File: src/rtl/ext_cs_pkg.sv
package ext_cs_pkg;
  parameter int NUM_REGIONS = 4;
  parameter int ADDR_W      = 32;
  parameter int BASE_W      = 16;
  parameter int MASK_W      = 16;
  parameter int WIDTH_W     = 2;
  parameter int WAIT_W      = 4;
  parameter int DUMMY_W     = 2;

  // Control-word field positions
  localparam int EN_BIT      = 0;
  localparam int WIDTH_LSB   = EN_BIT + 1;
  localparam int WAIT_LSB    = WIDTH_LSB + WIDTH_W;
  localparam int DUMMY_LSB   = WAIT_LSB + WAIT_W;
  localparam int IDX_W       = $clog2(NUM_REGIONS) + 1;

  typedef struct packed {
    logic [BASE_W-1:0]  base;
    logic [MASK_W-1:0]  mask;
    logic               en;
    logic [WIDTH_W-1:0] width;
    logic [WAIT_W-1:0]  waitc;
    logic [DUMMY_W-1:0] dummy;
  } region_cfg_t;

  // Lowest maskable address bit per region: pairs 0/1 start at 14, 2/3 at 15
  function automatic int mask_lo_bit(input int region);
    return (region < 2) ? 14 : 15;
  endfunction
endpackage

File: src/rtl/ext_cs_cfg_regs.sv
module ext_cs_cfg_regs
  import ext_cs_pkg::*;
(
  input  logic                                 clk,
  input  logic                                 rst_n,
  input  logic                                 cfg_we,
  input  logic [IDX_W-1:0]                     cfg_idx,
  input  logic [31:0]                          cfg_wdata,
  output region_cfg_t [NUM_REGIONS-1:0]        cfg_o
);
  localparam int RSEL_W = IDX_W - 1;

  region_cfg_t [NUM_REGIONS-1:0] cfg_q;

  always_ff @(posedge clk or negedge rst_n) begin
    if (!rst_n) begin
      cfg_q <= '0;
    end else if (cfg_we) begin
      for (int r = 0; r < NUM_REGIONS; r++) begin
        if (cfg_idx[IDX_W-1:1] == RSEL_W'(r)) begin
          if (!cfg_idx[0]) begin
            cfg_q[r].base <= cfg_wdata[BASE_W-1:0];
            cfg_q[r].mask <= cfg_wdata[BASE_W +: MASK_W];
          end else begin
            cfg_q[r].en    <= cfg_wdata[EN_BIT];
            cfg_q[r].width <= cfg_wdata[WIDTH_LSB +: WIDTH_W];
            cfg_q[r].waitc <= cfg_wdata[WAIT_LSB +: WAIT_W];
            cfg_q[r].dummy <= cfg_wdata[DUMMY_LSB +: DUMMY_W];
          end
        end
      end
    end
  end

  assign cfg_o = cfg_q;
endmodule

File: src/rtl/ext_cs_region_match.sv
module ext_cs_region_match
  import ext_cs_pkg::*;
#(
  parameter int LO_BIT = 14
) (
  input  region_cfg_t       cfg,
  input  logic [ADDR_W-1:0] addr,
  input  logic              blocked,
  output logic              hit
);
  localparam int CW      = ADDR_W - LO_BIT;
  localparam int MASK_HI = LO_BIT + MASK_W - 1;
  localparam int BASE_LO = ADDR_W - BASE_W;

  logic [CW-1:0] expv;
  logic [CW-1:0] care;

  for (genvar b = LO_BIT; b < ADDR_W; b++) begin : g_bit
    if (b <= MASK_HI) begin : g_maskable
      assign care[b-LO_BIT] = ~cfg.mask[b-LO_BIT];
    end else begin : g_fixed
      assign care[b-LO_BIT] = 1'b1;
    end
    if (b >= BASE_LO) begin : g_base
      assign expv[b-LO_BIT] = cfg.base[b-BASE_LO];
    end else begin : g_zero
      assign expv[b-LO_BIT] = 1'b0;
    end
  end

  assign hit = cfg.en && !blocked &&
               (((addr[ADDR_W-1:LO_BIT] ^ expv) & care) == '0);
endmodule

File: src/rtl/ext_cs_prio_pick.sv
module ext_cs_prio_pick #(
  parameter int N = 4
) (
  input  logic [N-1:0] hit,
  output logic [N-1:0] grant
);
  always_comb begin
    logic found;
    found = 1'b0;
    grant = '0;
    for (int i = 0; i < N; i++) begin
      if (hit[i] && !found) begin
        grant[i] = 1'b1;
        found    = 1'b1;
      end
    end
  end
endmodule

File: src/rtl/ext_cs_out_stage.sv
module ext_cs_out_stage #(
  parameter int PW = 8,
  parameter int N  = 4
) (
  input  logic          clk,
  input  logic          rst_n,
  input  logic          in_valid,
  output logic          in_ready,
  input  logic [PW-1:0] in_payload,
  input  logic [N-1:0]  in_cs_n,
  output logic          out_valid,
  input  logic          out_ready,
  output logic [PW-1:0] out_payload,
  output logic [N-1:0]  out_cs_n
);
  logic          v_q;
  logic [PW-1:0] p_q;
  logic [N-1:0]  cs_q;

  assign in_ready = !v_q || out_ready;

  always_ff @(posedge clk or negedge rst_n) begin
    if (!rst_n) begin
      v_q  <= 1'b0;
      p_q  <= '0;
      cs_q <= '1;
    end else if (in_ready) begin
      v_q <= in_valid;
      if (in_valid) begin
        p_q  <= in_payload;
        cs_q <= in_cs_n;
      end else begin
        cs_q <= '1;
      end
    end
  end

  assign out_valid   = v_q;
  assign out_payload = p_q;
  assign out_cs_n    = cs_q;
endmodule

File: src/rtl/ext_cs_decoder.sv
module ext_cs_decoder
  import ext_cs_pkg::*;
#(
  parameter logic [WIDTH_W-1:0] DEF_WIDTH = 2'd1,
  parameter logic [WAIT_W-1:0]  DEF_WAIT  = 4'd7,
  parameter logic [DUMMY_W-1:0] DEF_DUMMY = 2'd0,
  parameter int                 INT_TAG_W = 8,
  parameter logic [INT_TAG_W-1:0] INT_TAG = 8'hFF
) (
  input  logic                   clk,
  input  logic                   rst_n,
  input  logic                   cfg_we,
  input  logic [IDX_W-1:0]       cfg_idx,
  input  logic [31:0]            cfg_wdata,
  input  logic                   req_valid,
  output logic                   req_ready,
  input  logic [ADDR_W-1:0]      req_addr,
  input  logic                   ext_rdy,
  output logic                   rsp_valid,
  input  logic                   rsp_ready,
  output logic [NUM_REGIONS-1:0] cs_n,
  output logic                   rsp_nosel,
  output logic [WIDTH_W-1:0]     rsp_width,
  output logic [WAIT_W-1:0]      rsp_wait,
  output logic [DUMMY_W-1:0]     rsp_dummy,
  output logic                   rdy_q
);
  localparam int PW = 1 + WIDTH_W + WAIT_W + DUMMY_W;

  region_cfg_t [NUM_REGIONS-1:0] cfg;
  logic [NUM_REGIONS-1:0]        hit;
  logic [NUM_REGIONS-1:0]        grant;
  logic                          internal_win;
  logic [WIDTH_W-1:0]            sel_width;
  logic [WAIT_W-1:0]             sel_wait;
  logic [DUMMY_W-1:0]            sel_dummy;
  logic                          sel_none;
  logic [PW-1:0]                 in_payload;
  logic [PW-1:0]                 out_payload;

  ext_cs_cfg_regs u_cfg (
    .clk       (clk),
    .rst_n     (rst_n),
    .cfg_we    (cfg_we),
    .cfg_idx   (cfg_idx),
    .cfg_wdata (cfg_wdata),
    .cfg_o     (cfg)
  );

  assign internal_win = (req_addr[ADDR_W-1 -: INT_TAG_W] == INT_TAG);

  for (genvar r = 0; r < NUM_REGIONS; r++) begin : g_region
    ext_cs_region_match #(.LO_BIT(mask_lo_bit(r))) u_match (
      .cfg     (cfg[r]),
      .addr    (req_addr),
      .blocked (internal_win),
      .hit     (hit[r])
    );
  end

  ext_cs_prio_pick #(.N(NUM_REGIONS)) u_pick (
    .hit   (hit),
    .grant (grant)
  );

  always_comb begin
    sel_width = '0;
    sel_wait  = '0;
    sel_dummy = '0;
    for (int i = 0; i < NUM_REGIONS; i++) begin
      if (grant[i]) begin
        sel_width |= cfg[i].width;
        sel_wait  |= cfg[i].waitc;
        sel_dummy |= cfg[i].dummy;
      end
    end
    sel_none = (grant == '0);
    if (sel_none) begin
      sel_width = DEF_WIDTH;
      sel_wait  = DEF_WAIT;
      sel_dummy = DEF_DUMMY;
    end
  end

  assign in_payload = {sel_none, sel_width, sel_wait, sel_dummy};

  ext_cs_out_stage #(.PW(PW), .N(NUM_REGIONS)) u_out (
    .clk         (clk),
    .rst_n       (rst_n),
    .in_valid    (req_valid),
    .in_ready    (req_ready),
    .in_payload  (in_payload),
    .in_cs_n     (~grant),
    .out_valid   (rsp_valid),
    .out_ready   (rsp_ready),
    .out_payload (out_payload),
    .out_cs_n    (cs_n)
  );

  assign {rsp_nosel, rsp_width, rsp_wait, rsp_dummy} = out_payload;

  always_ff @(posedge clk or negedge rst_n) begin
    if (!rst_n) rdy_q <= 1'b0;
    else        rdy_q <= ext_rdy;
  end
endmodule

File: config.mk
export PLATFORM = sky130hd
export DESIGN_NAME = ext_cs_decoder
export DESIGN_NICKNAME = d
export VERILOG_FILES = /design/src/rtl/ext_cs_pkg.sv /design/src/rtl/ext_cs_cfg_regs.sv /design/src/rtl/ext_cs_region_match.sv /design/src/rtl/ext_cs_prio_pick.sv /design/src/rtl/ext_cs_out_stage.sv /design/src/rtl/ext_cs_decoder.sv
export SDC_FILE = /design/constraint.sdc
export NUM_CORES = 1
export LEC_CHECK = 0
export CAP_MARGIN = 20
export CORE_AREA = 2 2 110 155
export DETAILED_ROUTE_END_ITERATION = 7
export DIE_AREA = 0 0 112 157
export DONT_BUFFER_PORTS = 1
export PLACE_DENSITY = 0.66
export SYNTH_ARGS = -nofsm -noshare
export SYNTH_HDL_FRONTEND = slang
export SYNTH_HIERARCHICAL = 1
export SYNTH_SLANG_ARGS = --single-unit
File: constraint.sdc
create_clock -name clk -period 2.49 [get_ports clk]
set_clock_uncertainty 0.15 [all_clocks]
set_input_delay 0.249 -clock clk [delete_from_list [all_inputs] [get_ports clk]]
set_output_delay 0.249 -clock clk [all_outputs]
set_load 0.005 [all_outputs]
Word level (Yosys, flattened, before mapping):

Cells that the tools add are included.

* register bits after elaboration: 179
* input bits: 73
* output and inout port bits: 16

* equal/unequal tests: 4
* multiplexer cells: 22
* bitwise logic cells: 83
* reductions and logical operators: 32

Operators by type and width (count)
* 1-bit NOT: 65
* 18-bit bitwise AND: 2
* 18-bit zero test: 2
* 18-bit bitwise XOR: 2
* 17-bit bitwise AND: 2
* 17-bit zero test: 2
* 17-bit bitwise XOR: 2
* 4-bit 2-to-1 mux: 6
* 3-bit AND reduction: 8
* 2-bit 2-to-1 mux: 10
* 2-bit bitwise OR: 6
* 4-bit bitwise OR: 3
* 1-bit logical AND: 11
* 8-bit == test (second input constant): 1
* 1-bit 2-to-1 mux: 6
* 1-bit zero test: 5
* 2-bit == test (second input constant): 2
* 4-bit zero test: 1
* 4-bit NOT: 1
* 2-bit by 1-bit == test with 1-bit output (second input constant): 1
* 2-bit zero test: 1
* 2-bit AND reduction: 1
* 1-bit logical OR: 1

Logic depth before layout (Yosys ltp):

* depth in word-level cells: 16
* depth in mapped cells: 11

Modules after synthesis:

Netlist, hierarchy kept.

By module, submodules not included
* ext_cs_cfg_regs: times used 1, cells an instance 355, area an instance 6195.9 µm²
* ext_cs_out_stage: times used 1, cells an instance 39, area an instance 540.5 µm²
* ext_cs_region_match at g_region[0].u_match ...: times used 2, cells an instance 32, area an instance 231.5 µm²
* ext_cs_region_match at g_region[2].u_match ...: times used 2, cells an instance 28, area an instance 229.0 µm²
* ext_cs_decoder: times used 1, cells an instance 38, area an instance 254.0 µm²
* ext_cs_prio_pick: times used 1, cells an instance 4, area an instance 36.3 µm²

Worst setup path before layout:

OpenSTA, ideal clock, no wires.

* path kind: reg-to-reg
* start: register u_cfg.cfg_q (netlist bit u_cfg/cfg_o[110])
* end: register u_out.p_q[2] (netlist: u_out/out_payload[2])
* arrival time: 2.386 ns
* required time: 2.276 ns
* slack: -0.110 ns
* cell stages (with the launch flop): 10
* buffers on the path: 1
* clock period less this slack: 2.600 ns
* cell sequence: dfrtp_1 xnor2_1 o22ai_1 or4_1 nor4_2 nor4b_2 buf_6 or4_4 nand3_1 mux2_2

* longest elaborated chain between the ends: 11

RTL lines
* start: declaration: line ext_cs_cfg_regs.sv:13 `region_cfg_t [NUM_REGIONS-1:0] cfg_q;`
* 17-bit bitwise XOR *: line ext_cs_region_match.sv:32 `(((addr[ADDR_W-1:LO_BIT] ^ expv) & care) == '0);`
* 17-bit bitwise AND *: line ext_cs_region_match.sv:32
* 17-bit zero test *: line ext_cs_region_match.sv:32
* 1-bit logical AND *: line ext_cs_region_match.sv:31 `assign hit = cfg.en && !blocked &&`
* via hit[2]: line ext_cs_decoder.sv:31 `logic [NUM_REGIONS-1:0] hit;`
* 1-bit logical AND *: line ext_cs_prio_pick.sv:12 `if (hit[i] && !found) begin`
* 1-bit 2-to-1 mux *: line ext_cs_prio_pick.sv:12
* 1-bit zero test *: line ext_cs_prio_pick.sv:12
* 1-bit logical AND *: line ext_cs_prio_pick.sv:12
* 1-bit 2-to-1 mux *: line ext_cs_prio_pick.sv:12
* via grant[3]: line ext_cs_decoder.sv:32 `logic [NUM_REGIONS-1:0] grant;`
* 4-bit zero test / 4-bit 2-to-1 mux (equally long branches): line ext_cs_decoder.sv:77, ext_cs_decoder.sv:71
* 4-bit 2-to-1 mux *: line ext_cs_decoder.sv:78 `if (sel_none) begin`
* via sel_wait[0]: line ext_cs_decoder.sv:35 `logic [WAIT_W-1:0] sel_wait;`
* end signal: assignment: line ext_cs_out_stage.sv:30 `p_q <= in_payload;`
* end: declaration: line ext_cs_out_stage.sv:17 `logic [PW-1:0] p_q;`

The timed path passes the listed nets; every way through them passes the cells marked *.
A chain may end at the register's enable or synchronous reset.

Worst setup path after layout:

* start: register u_cfg.cfg_q (netlist bit u_cfg/cfg_o[80])
* end: register u_out.p_q[3] (netlist: u_out/out_payload[3])

RTL lines
* 18-bit bitwise XOR *: line ext_cs_region_match.sv:32
* 18-bit bitwise AND *: line ext_cs_region_match.sv:32
* 18-bit zero test *: line ext_cs_region_match.sv:32
* 1-bit logical AND *: line ext_cs_region_match.sv:31
* via hit[1]: line ext_cs_decoder.sv:31
* 1-bit logical AND *: line ext_cs_prio_pick.sv:12
* 1-bit 2-to-1 mux *: line ext_cs_prio_pick.sv:12
* 1-bit zero test *: line ext_cs_prio_pick.sv:12
* 1-bit logical AND *: line ext_cs_prio_pick.sv:12
* 1-bit 2-to-1 mux *: line ext_cs_prio_pick.sv:12
* via grant[2]: line ext_cs_decoder.sv:32
* 4-bit 2-to-1 mux: line ext_cs_decoder.sv:71 `if (grant[i]) begin`
* 4-bit bitwise OR: line ext_cs_decoder.sv:73 `sel_wait |= cfg[i].waitc;`
* 4-bit 2-to-1 mux: line ext_cs_decoder.sv:71
* 4-bit 2-to-1 mux *: line ext_cs_decoder.sv:78
* via sel_wait[1]: line ext_cs_decoder.sv:35

Marks and branches as above.

==> impl_results.md <==
- Max-Cap Viols: 0
- Final ANT Viol Nets: 0
- Adder-Cell Fraction of Synth Area: 0
- Syn Area/Cell: 14.3 sq um
- Buffers & Inverters on Critical Path: 0
- Predominant post-synthesis flop cell: dfrtp_1
- Gpl congestion: 0.770
- CORE AREA: 16100 sq um
- Global Route Usage Sum: 0.209
- Fin worst setup slack: -0.0742 ns
- CP max stage delay: 0.53 ns
- Via count: 4639
- Count of final setup violators: 9
- Vias in the first global route: 5033
- Layout area overhead: 15.8%
- RSZ-0062 raised after global routing: true
- Clk_lat worst skew: 0.43 ns
- Multiplexer share of the synthesized area: 0.245
- Worst endpoint required time: 2.71 ns
- WP depth: 8
- Slew headroom: 0.548
- Lkg Pwr: 3.76 nW
- Boundary Pins: 89
- HPWL Detailed: 12000 um
- FF-to-FF path depth: 8
- Crit share post-route: 1.03
- #FFs+latches synth: 179
- Die Area: 17600 sq um
- Post-synthesis cell area: 7950 sq um
- Share of the synthesized area in the top cell type: 0.551
- Routed WL: 17600 um
- CTS buffer count: 17
- Netlist cell types: 39
- Area contributors post-synth: dfrtp_1 (55%), mux2_2 (23%), xnor2_1 (6.6%), o22ai_1 (1.9%), mux2_1 (1.7%)
- Critical Path Start Type: register
- EDFF count, synth: 0
- Place WS: -0.171 ns
- Fillers: 1331
- Slew Limit Fails: 0
- Post-synthesis async set-or-reset flop share: 1.00
- Port Buffers: 0
- Failing checks: negative hold slack, negative setup slack
- DR iter-0 viols: 273
- Flop2flop setup slack: -0.07 ns
- H-tree levels: 4
- Endpoints failing hold: 179
- Root buf cell: clkbuf_16
- Most numerous cell in the Yosys netlist: dfrtp_1
- Post-layout min period: 2.56 ns
- Crit path max fanout: 5
- Area leader, netlist: dfrtp_1
- Post-layout total power: 7.91 mW
- Hold Crit Class: primary input to async pin
- Post-layout net count: 672
- Post-CTS Hold Buffers: 34
- Worst Path Arrival: 2.78 ns
- Slew @ Worst Pin: 0.675 ns
- Crit path cell chain: xnor2_1, o2111ai_1, nor4_1, and4_4, nor3b_4, or4_4, nand3_1, mux2_2
- Antenna violations before repair: 0
- Setup TNS Final: -0.516 ns
- Pwr/cell area: 860 nW/um^2
- WHS: -0.636 ns
- Complex-gate fraction of the synthesized area: 0.0475
- DR vias/cell: 5.72
- CTS tree: yes
- Synth Instances: 556
- Post-synth top cells: dfrtp_1 (175), mux2_2 (161), xnor2_1 (60), o22ai_1 (24), inv_1 (17)
- Synth Area in XOR/XNOR: 0.0683
- Diodes inserted: 0
- Share of cells above drive strength 1: 0.384
- Total gr overflow: 0
- Fmax: 390 MHz
- VDD IR max: 0.519 mV
- Die Y: 157 um
- Largest net degree at the start of global routing: 180
- Sink Count: 179
- Post-route DRC: 0
- Die X-Extent: 112 um
- Register area share after synthesis: 0.564
- RR Startpoint: u_cfg/cfg_o[80]
- First-pass GRT wire length: 27900 um
- Reg2reg end: u_out/out_payload[3]
- DR pass1 iterations: 4
- Status: complete, but fails checks
- FP Rows: 55
- Top delay family on crit path: simple AND/OR/NAND/NOR gates
- Setup CP Type: register to register
- Largest family of logic cells by synthesized area: multiplexers
- Wire per inst: 21.7 um
- Setup crit end kind: register
- Critical path's slowest cell: or4_4
- Post-synthesis simple-gate area fraction: 0.0420
- Clock-pin transition on the worst setup and hold timing paths: 0.06 ns
- Initial Util: 0.494
- Yosys warns: 6
- Clk buf depth: 2
- Syn_nets: 629
## flip-flops by register name (all words and copies together), names as in the netlist
name               cells
u_out/out_valid        1
u_out/out_cs_n         4
u_out/out_payload      9
u_cfg/cfg_o          164
rdy_q                  1
## placed cells by master, fill, tap and decap left out, types with 3 or more instances in the layout
cell / instances
a22oi_1: 13
a22oi_2: 3
a31oi_1: 4
buf_4: 14
bufinv_16: 3
clkbuf_16: 17
clkinv_4: 3
clkinvlp_4: 4
dfrtp_1: 175
dfstp_2: 4
dlygate4sd3_1: 34
inv_1: 17
mux2_1: 12
mux2_2: 161
nand2_1: 4
nand3_1: 4
nand4_1: 3
nand4b_1: 3
nor2_1: 9
nor2b_1: 3
o22ai_1: 24
or4_4: 3
xnor2_1: 57
xnor2_2: 3
## worst max path at each step
stage | from | endpoint | slack (ns)
after floorplan | u_cfg/cfg_o[110] | u_out/out_payload[2] | 0.0007
after global placement | req_addr[26] | u_out/out_payload[6] | -0.15
after detailed placement | u_cfg/cfg_o[154] | u_out/out_payload[4] | -0.17
after CTS | u_cfg/cfg_o[113] | u_out/out_payload[4] | -0.15
after global routing | u_cfg/cfg_o[66] | u_out/out_payload[6] | -0.22
final | u_cfg/cfg_o[80] | u_out/out_payload[3] | -0.07
## routing by layer
layer / GRT usage / routed length (um) / part of all wire / up-vias
met5: 0 / 0 / 0 / -
met4: 0.0767 / 385 / 0.022 / 0
met3: 0.0551 / 639 / 0.036 / 33
met2: 0.370 / 9200 / 0.52 / 86
met1: 0.245 / 7360 / 0.42 / 2419
li1: - / - / - / 2101
## stage by stage
stage                     utilization  area (sq um)  cells
after floorplan                     -          7950    556
after CTS                       0.567          9120    811
final                           0.572          9200    811
after detailed placement        0.505          8130    745
after global routing            0.572          9200    811
after global placement          0.505          8130    745
## timing repair
item / in CTS / in global routing
gates resized for setup: 6 / 17
setup buffers: 0 / 0
endpoints found under the hold margin: 358 / 179
gates cloned: 0 / 0
pin swaps: 8 / 8
endpoints found under the setup margin: 11 / 12
## cell type report
type	count	area (sq um)	share of cell area
tap	199	249	0.0271
clock inverter	12	156	0.0170
timing repair buffer	49	457	0.0496
inverter	17	63.8	0.00693
clock buffer	20	457	0.0496
sequential	179	4480	0.487
multi-input combinational	335	3340	0.363
## cell families after synthesis
| logic type | count (synthesis) |
|---|---|
| flops | 179 |
| mux | 173 |
| xor+xnor | 62 |
| compound gates | 54 |
| simple gates | 46 |
| buf+inv | 42 |
## report_power, final
group | switching [mW] | total [mW] | internal (mW) | leakage (nW)
logic | 0.523 | 1.32 | 0.798 | 1.34
registers | 0.358 | 3.86 | 3.50 | 2.13
clock network | 1.10 | 2.73 | 1.63 | 0.288
total | 1.98 | 7.91 | 5.93 | 3.76
Power figures use the tool's default switching activity.
